===== src/rtl/parity_xcvr_pkg.sv =====
package parity_xcvr_pkg;

    parameter int BYTE_W    = 8;
    parameter int NUM_BYTES = 2;
    localparam int DATA_W   = BYTE_W * NUM_BYTES;

    typedef struct packed {
        logic [NUM_BYTES-1:0] par;
        logic [DATA_W-1:0]    data;
    } xword_t;

    // Parity bit per byte that gives the byte plus bit the requested sense.
    function automatic logic [NUM_BYTES-1:0] make_parity(
        input logic [DATA_W-1:0] d,
        input logic              odd
    );
        logic [NUM_BYTES-1:0] p;
        for (int b = 0; b < NUM_BYTES; b++) begin
            p[b] = (^d[b*BYTE_W +: BYTE_W]) ^ odd;
        end
        return p;
    endfunction

    // One bit per byte, set when byte plus its parity bit has the wrong sense.
    function automatic logic [NUM_BYTES-1:0] byte_faults(
        input xword_t w,
        input logic   odd
    );
        logic [NUM_BYTES-1:0] e;
        for (int b = 0; b < NUM_BYTES; b++) begin
            e[b] = (^w.data[b*BYTE_W +: BYTE_W]) ^ w.par[b] ^ odd;
        end
        return e;
    endfunction

endpackage


===== src/rtl/xcvr_stage.sv =====
module xcvr_stage
    import parity_xcvr_pkg::*;
(
    input  logic   clk,
    input  logic   rst,
    input  logic   le,
    input  logic   cap,
    input  xword_t din,
    output xword_t dout
);

    xword_t held_q;

    always_ff @(posedge clk) begin
        if (rst) begin
            held_q <= '0;
        end else if (cap) begin
            held_q <= din;
        end
    end

    always_comb begin
        dout = le ? din : held_q;
    end

    // no strobe and opaque on both cycles -> word unchanged
    p_hold_r4: assert property (@(posedge clk) disable iff (rst)
        (!le && !cap) ##1 !le |-> $stable(dout));

endmodule


===== src/rtl/parity_path.sv =====
module parity_path
    import parity_xcvr_pkg::*;
#(
    parameter bit CAN_GEN = 1'b1
)(
    input  logic   gen,
    input  logic   odd,
    input  logic   oe,
    input  xword_t word,
    output xword_t bus,
    output logic   err_n,
    output logic   drive
);

    logic                 gen_eff;
    logic [NUM_BYTES-1:0] faults;
    logic [NUM_BYTES-1:0] par_sel;

    generate
        if (CAN_GEN) begin : g_gen
            assign gen_eff = gen;
        end else begin : g_chk
            logic unused_gen;
            assign unused_gen = gen;
            assign gen_eff    = 1'b0;
        end
    endgenerate

    always_comb begin
        faults   = byte_faults(word, odd);
        par_sel  = gen_eff ? make_parity(word.data, odd) : word.par;
        bus.data = oe ? word.data : '0;
        bus.par  = oe ? par_sel   : '0;
        err_n    = !(oe && !gen_eff && (|faults));
        drive    = oe;
    end

endmodule


===== src/rtl/parity_xcvr.sv =====
module parity_xcvr
    import parity_xcvr_pkg::*;
(
    input  logic                 clk,
    input  logic                 rst,
    input  logic                 odd_sel,
    input  logic                 gen_mode,
    input  logic [DATA_W-1:0]    a_data_in,
    input  logic [NUM_BYTES-1:0] a_par_in,
    output logic [DATA_W-1:0]    a_data_out,
    output logic [NUM_BYTES-1:0] a_par_out,
    output logic                 a_drive,
    input  logic [DATA_W-1:0]    b_data_in,
    input  logic [NUM_BYTES-1:0] b_par_in,
    output logic [DATA_W-1:0]    b_data_out,
    output logic [NUM_BYTES-1:0] b_par_out,
    output logic                 b_drive,
    input  logic                 ab_le,
    input  logic                 ab_cap,
    input  logic                 ab_oe,
    input  logic                 ba_le,
    input  logic                 ba_cap,
    input  logic                 ba_oe,
    output logic                 ab_err_n,
    output logic                 ba_err_n
);

    xword_t ab_in, ab_word, ab_bus;
    xword_t ba_in, ba_word, ba_bus;

    assign ab_in = '{par: a_par_in, data: a_data_in};
    assign ba_in = '{par: b_par_in, data: b_data_in};

    xcvr_stage u_ab_stage (
        .clk(clk), .rst(rst), .le(ab_le), .cap(ab_cap), .din(ab_in), .dout(ab_word)
    );
    xcvr_stage u_ba_stage (
        .clk(clk), .rst(rst), .le(ba_le), .cap(ba_cap), .din(ba_in), .dout(ba_word)
    );

    parity_path #(.CAN_GEN(1'b1)) u_ab_par (
        .gen(gen_mode), .odd(odd_sel), .oe(ab_oe), .word(ab_word),
        .bus(ab_bus), .err_n(ab_err_n), .drive(b_drive)
    );
    parity_path #(.CAN_GEN(1'b0)) u_ba_par (
        .gen(gen_mode), .odd(odd_sel), .oe(ba_oe), .word(ba_word),
        .bus(ba_bus), .err_n(ba_err_n), .drive(a_drive)
    );

    assign b_data_out = ab_bus.data;
    assign b_par_out  = ab_bus.par;
    assign a_data_out = ba_bus.data;
    assign a_par_out  = ba_bus.par;

    // transparent pass-through
    p_pass_ab_r2: assert property (@(posedge clk) disable iff (rst)
        (ab_le && ab_oe) |-> b_data_out == a_data_in);
    p_pass_ba_r2: assert property (@(posedge clk) disable iff (rst)
        (ba_le && ba_oe) |-> a_data_out == b_data_in);

    // strobed capture appears after the edge
    p_capture_r3: assert property (@(posedge clk) disable iff (rst)
        (!ab_le && ab_cap) ##1 (!ab_le && ab_oe) |-> b_data_out == $past(a_data_in));

    // disabled side is quiet and its flag released
    p_off_ab_r9: assert property (@(posedge clk) disable iff (rst)
        !ab_oe |-> (ab_err_n && !b_drive && b_data_out == '0 && b_par_out == '0));
    p_off_ba_r9: assert property (@(posedge clk) disable iff (rst)
        !ba_oe |-> (ba_err_n && !a_drive && a_data_out == '0 && a_par_out == '0));

    generate
        for (genvar i = 0; i < NUM_BYTES; i++) begin : g_byte_chk
            // generated parity has the selected sense, flag quiet
            p_gen_r5: assert property (@(posedge clk) disable iff (rst)
                (ab_oe && gen_mode) |->
                    (ab_err_n &&
                     ($countones({b_data_out[i*BYTE_W +: BYTE_W], b_par_out[i]}) % 2
                         == int'(odd_sel))));
            // released flag in check mode means byte is good
            p_ab_flag_r6: assert property (@(posedge clk) disable iff (rst)
                (ab_oe && !gen_mode && ab_err_n) |->
                    ($countones({b_data_out[i*BYTE_W +: BYTE_W], b_par_out[i]}) % 2
                         == int'(odd_sel)));
            // released flag on B-to-A means byte is good
            p_ba_flag_r7: assert property (@(posedge clk) disable iff (rst)
                (ba_oe && ba_err_n) |->
                    ($countones({a_data_out[i*BYTE_W +: BYTE_W], a_par_out[i]}) % 2
                         == int'(odd_sel)));
        end
    endgenerate

endmodule


===== config.mk =====
export PLATFORM = sky130hd
export DESIGN_NAME = parity_xcvr
export DESIGN_NICKNAME = d
export VERILOG_FILES = /design/src/rtl/parity_xcvr_pkg.sv /design/src/rtl/xcvr_stage.sv /design/src/rtl/parity_path.sv /design/src/rtl/parity_xcvr.sv
export SDC_FILE = /design/constraint.sdc
export NUM_CORES = 1
export LEC_CHECK = 0
export BUFFER_PORTS_ARGS = -buffer_cell sky130_fd_sc_hd__buf_2
export CORE_MARGIN = 4
export CORE_UTILIZATION = 35
export DETAILED_ROUTE_END_ITERATION = 10
export GPL_ROUTABILITY_DRIVEN = 0
export SKIP_CTS_REPAIR_TIMING = 1
export SYNTH_ARGS = -nofsm -noshare
export SYNTH_HDL_FRONTEND = slang
export SYNTH_SLANG_ARGS = --single-unit

===== constraint.sdc =====
create_clock -name clk -period 2.6 [get_ports clk]
set_input_delay 0 -clock clk [delete_from_list [all_inputs] [get_ports clk]]
set_output_delay 0 -clock clk [all_outputs]
set_load 0.02 [all_outputs]

==> results.txt <==
The run finished, with violations left. The final reports fail on negative hold slack. The cell chosen for the clock root is sky130_fd_sc_hd__clkbuf_8. The time the final worst path needs with I/O delays and setup came out at 2158 ps.

The cell type with the largest total area after synthesis is sky130_fd_sc_hd__mux2i_1. The portion of the clock cycle consumed by the worst path in the final layout came out at 0.8302. At the later pin of the worst-skew pair, clock insertion delay measures 280 ps. The critical path data arrival time is about 2200 ps.

The source of the worst register-to-register timing path is u_ab_stage.held_q[11]. A synthesized cell averages 9.158 µm². Of the total power, registers draw 0.370. The number of hold-slack violations in the final timing report came out at 7. Dividing total power by cell area gives a power density of 513.0 nW/µm². The growth of design area from synthesis to finish came out at 23.83%. The depth of the worst hold-timing path came out at 3. The worst setup path is captured at a primary output. The gate count after technology mapping came out at 285. The total DRC errors in the routed layout came out at 0.

The share of synthesized cell area in and, or, nand and nor gates came out at 0.1433. Of the total synthesized cell area, the portion taken by XOR and XNOR cells is 0.1807. The buffer depth of the longest clock path is 2.

The transition at the pin with the smallest max-transition slack is 730.7 ps. The depth of the most critical reg-to-reg path is 2. Synthesis produced a netlist with a net count of 331. The number of unique standard cell types used by synthesis came out at 20.

In the final layout, the share of cells above drive strength 1 is 0.2767. The number of warnings issued by yosys came out at 0. The global-route usage over all layers is 0.1342.

Sorting the synthesized cells by area gives the leading types as sky130_fd_sc_hd__mux2i_1 32%, sky130_fd_sc_hd__dfxtp_1 28%, sky130_fd_sc_hd__xnor2_1 8.4%. The initial utilization of the core area, before any placement, comes to 0.3598. The via count of the first global-routing pass is 2131. Of the post-synthesis cell area, the part taken by muxes is 0.3356. The cell area after technology mapping came out at between 2000 and 3000 µm².

The number of standard-cell rows in the floorplan came out at 31. The worst register-to-register path ends at u_ab_stage.held_q[11]. The total chip power is between 1.5 and 2 mW. The worst slew slack as a fraction of its limit is 0.5129. Setup repair after global routing left no endpoint under its margin. The clock skew is 0 ps. The count of nets left with antenna violations once routing finished came out at 0. The reported net switching power came out at 0.5267 mW. After detailed routing, the number of vias per cell comes to 4.634. The H-tree generated during clock tree synthesis spans 2 levels. The biggest fanout along the worst timing path is 3. TritonCTS built the clock tree.

86 I/O pins were placed. The die outline height came out at approximately 94 µm. The clock net sink count came out at 36. The width of the die is 94.36 µm. The number of optimization iterations in the first detailed-route pass is 4. The net count of the finished layout is 410.

The share of total power dissipated in combinational logic is 0.329. The clock transition at the register clock pins on the worst setup and hold paths after CTS came out at ~80 ps. By area, the combinational part of the netlist is dominated by multiplexers. The placed wire-length estimate after detailed placement is 4369 µm.

Of the total power, the clock network draws 0.301. The internal portion of the total power is 1.131 mW. The count of buffers added on input and output ports is 85. The area share of the largest cell type after synthesis is 0.3183. The portion of the post-synthesis area used by sequential elements is 0.2761. The number of antenna violations at the first check in global routing is 0. The number of slew-limit violations in the final report is 0. The repair_antennas step left the layout with diodes totalling 0.

The final wirelength is about 5900 µm. In this run, CTS created clock tree buffers numbering 5. The aggregate negative setup slack is 0 ps. Of the total synthesized cell area, the portion taken by full adders, half adders and majority gates is 0. The worst-case register-to-register setup slack is about 1900 ps. The type of the most critical hold path is in2reg. The via total after detailed routing came out at between 2000 and 2500. The worst-case hold path end point is u_ab_stage.held_q[16].

Summed over all cells, the static leakage comes to between 1.5 and 2 nW. The final standard cell utilization of the core is 0.4456. The post-synthesis compound-gate area fraction came out at 0.02780. The area enclosed by the die boundary is slightly below 9000 µm². Dividing the detail-routed wire length by the instance count gives between 10 and 15 µm.

The switching part of the total came out at 0.3177. The core area came out at 7253 µm². The first global-routing pass estimated 9708 µm of wire. The smallest hold slack is -13.55 ps.

The worst setup path is launched from a flop. The final count of negative-setup-slack endpoints is 0. The largest voltage drop on the vdd net is 0.2242 mV.

The worst endpoint required time came out at roughly 2600 ps. The critical path is of the reg2out type. The synthesized design contains 36 register bits.

The maximum number of pins on one net before global-route repair came out at 37. The count of routing violations after the opening detailed-route iteration is 52. The startpoint of the most critical hold path is a_par_in[0]. Based on the critical path, the design can be clocked at up to 0.4633 GHz. Across the run, the number of max-cap violations was 0. After global routing the overflow that remains totals 0.
## synth_stat cells (all sizes together)
library cell  count
mux2i            83
nor3              4
xnor2            25
dfxtp            36
nand3b            1
clkbuf            9
clkinv            1
nand3             4
a21oi             6
o21ai             3
buf              10
xnor3             5
mux2              4
a211oi            2
nor2b            18
xor2             16
a211o             1
nor2             57
## power groups by stage
stage	registers (mW)	logic [mW]	clock network (mW)
after floorplan	0.620	0.407	0
after global placement	0.624	0.543	0
after detailed placement	0.625	0.548	0
after CTS	0.613	0.550	0.523
after global routing	0.617	0.606	0.538
final	0.613	0.546	0.499
## worst max-delay path, stage by stage (launching register included)
cell and delay [ps]:
sky130_fd_sc_hd__dfxtp_1 330, sky130_fd_sc_hd__xor2_1 160, sky130_fd_sc_hd__mux2i_1 150, sky130_fd_sc_hd__xnor2_1 140
sky130_fd_sc_hd__xnor3_1 440, sky130_fd_sc_hd__xor2_1 180, sky130_fd_sc_hd__a211o_1 300, sky130_fd_sc_hd__buf_2 160
## routing by layer
metal / vias up / global-route usage / part of all wire
met5: - / 0 / 0
met1: 958 / 0.1701 / 0.46
met2: 67 / 0.2264 / 0.46
met3: 7 / 0.03825 / 0.068
li1: 1118 / - / -
met4: 0 / 0.03008 / 0.0069
## through the flow
stage | std cells | setup slack [ps] | instance area [µm²]
after floorplan | 285 | 842.3 | 2610
after global placement | 453 | 759.3 | 3090
after detailed placement | 453 | 723.2 | 3090
after CTS | 461 | 418.0 | 3202
after global routing | 464 | 320.2 | 3232
final | 464 | 441.5 | 3232
## how the worst max path moves through the flow
stage                                startpoint           end  slack, ps
final                     u_ab_stage.held_q[10]      ab_err_n        440
after global routing      u_ab_stage.held_q[11]      ab_err_n        320
after CTS                 u_ab_stage.held_q[11]      ab_err_n        420
after detailed placement                  ab_le      ab_err_n        720
after global placement                    ab_le      ab_err_n        760
after floorplan            u_ab_stage.held_q[3]  b_par_out[0]        840
## cells by family (layout without fill, tap and decap cells)
family / count (synthesis) / after routing
buf+inv: 20 / 100
compound gates: 12 / 12
simple gates: 84 / 84
flops: 36 / 36
mux: 87 / 87
xor+xnor: 46 / 46
## state kept, by name (all words and copies together), names as in the netlist
register	flops
u_ab_stage.held_q	18
u_ba_stage.held_q	18
## area by class of cell
class	instances	area (µm²)
clock inverters	3	42.54
clock buffers	5	68.82
repair buffers	91	478.0
well taps	99	123.9
multi-input cells	229	1794
inverters	1	3.754
flip-flops and latches	36	720.7
fillers	763	4021
## cells in the final DEF (no fill, tap or decap)
| cell | count |
|---|---|
| sky130_fd_sc_hd__a211o_1 | 1 |
| sky130_fd_sc_hd__a211oi_1 | 2 |
| sky130_fd_sc_hd__a21oi_1 | 5 |
| sky130_fd_sc_hd__a21oi_2 | 1 |
| sky130_fd_sc_hd__buf_2 | 85 |
| sky130_fd_sc_hd__buf_4 | 3 |
| sky130_fd_sc_hd__bufinv_16 | 1 |
| sky130_fd_sc_hd__clkbuf_8 | 5 |
| sky130_fd_sc_hd__clkinv_1 | 1 |
| sky130_fd_sc_hd__clkinv_2 | 1 |
| sky130_fd_sc_hd__clkinvlp_4 | 1 |
| sky130_fd_sc_hd__dfxtp_1 | 36 |
| sky130_fd_sc_hd__dlygate4sd3_1 | 3 |
| sky130_fd_sc_hd__mux2_2 | 4 |
| sky130_fd_sc_hd__mux2i_1 | 83 |
| sky130_fd_sc_hd__nand3_1 | 4 |
| sky130_fd_sc_hd__nand3b_1 | 1 |
| sky130_fd_sc_hd__nor2_1 | 57 |
| sky130_fd_sc_hd__nor2b_1 | 18 |
| sky130_fd_sc_hd__nor3_1 | 4 |
| sky130_fd_sc_hd__o21ai_1 | 3 |
| sky130_fd_sc_hd__xnor2_1 | 25 |
| sky130_fd_sc_hd__xnor3_1 | 5 |
| sky130_fd_sc_hd__xor2_1 | 16 |
Note: power is estimated with default switching activity, not from simulation.
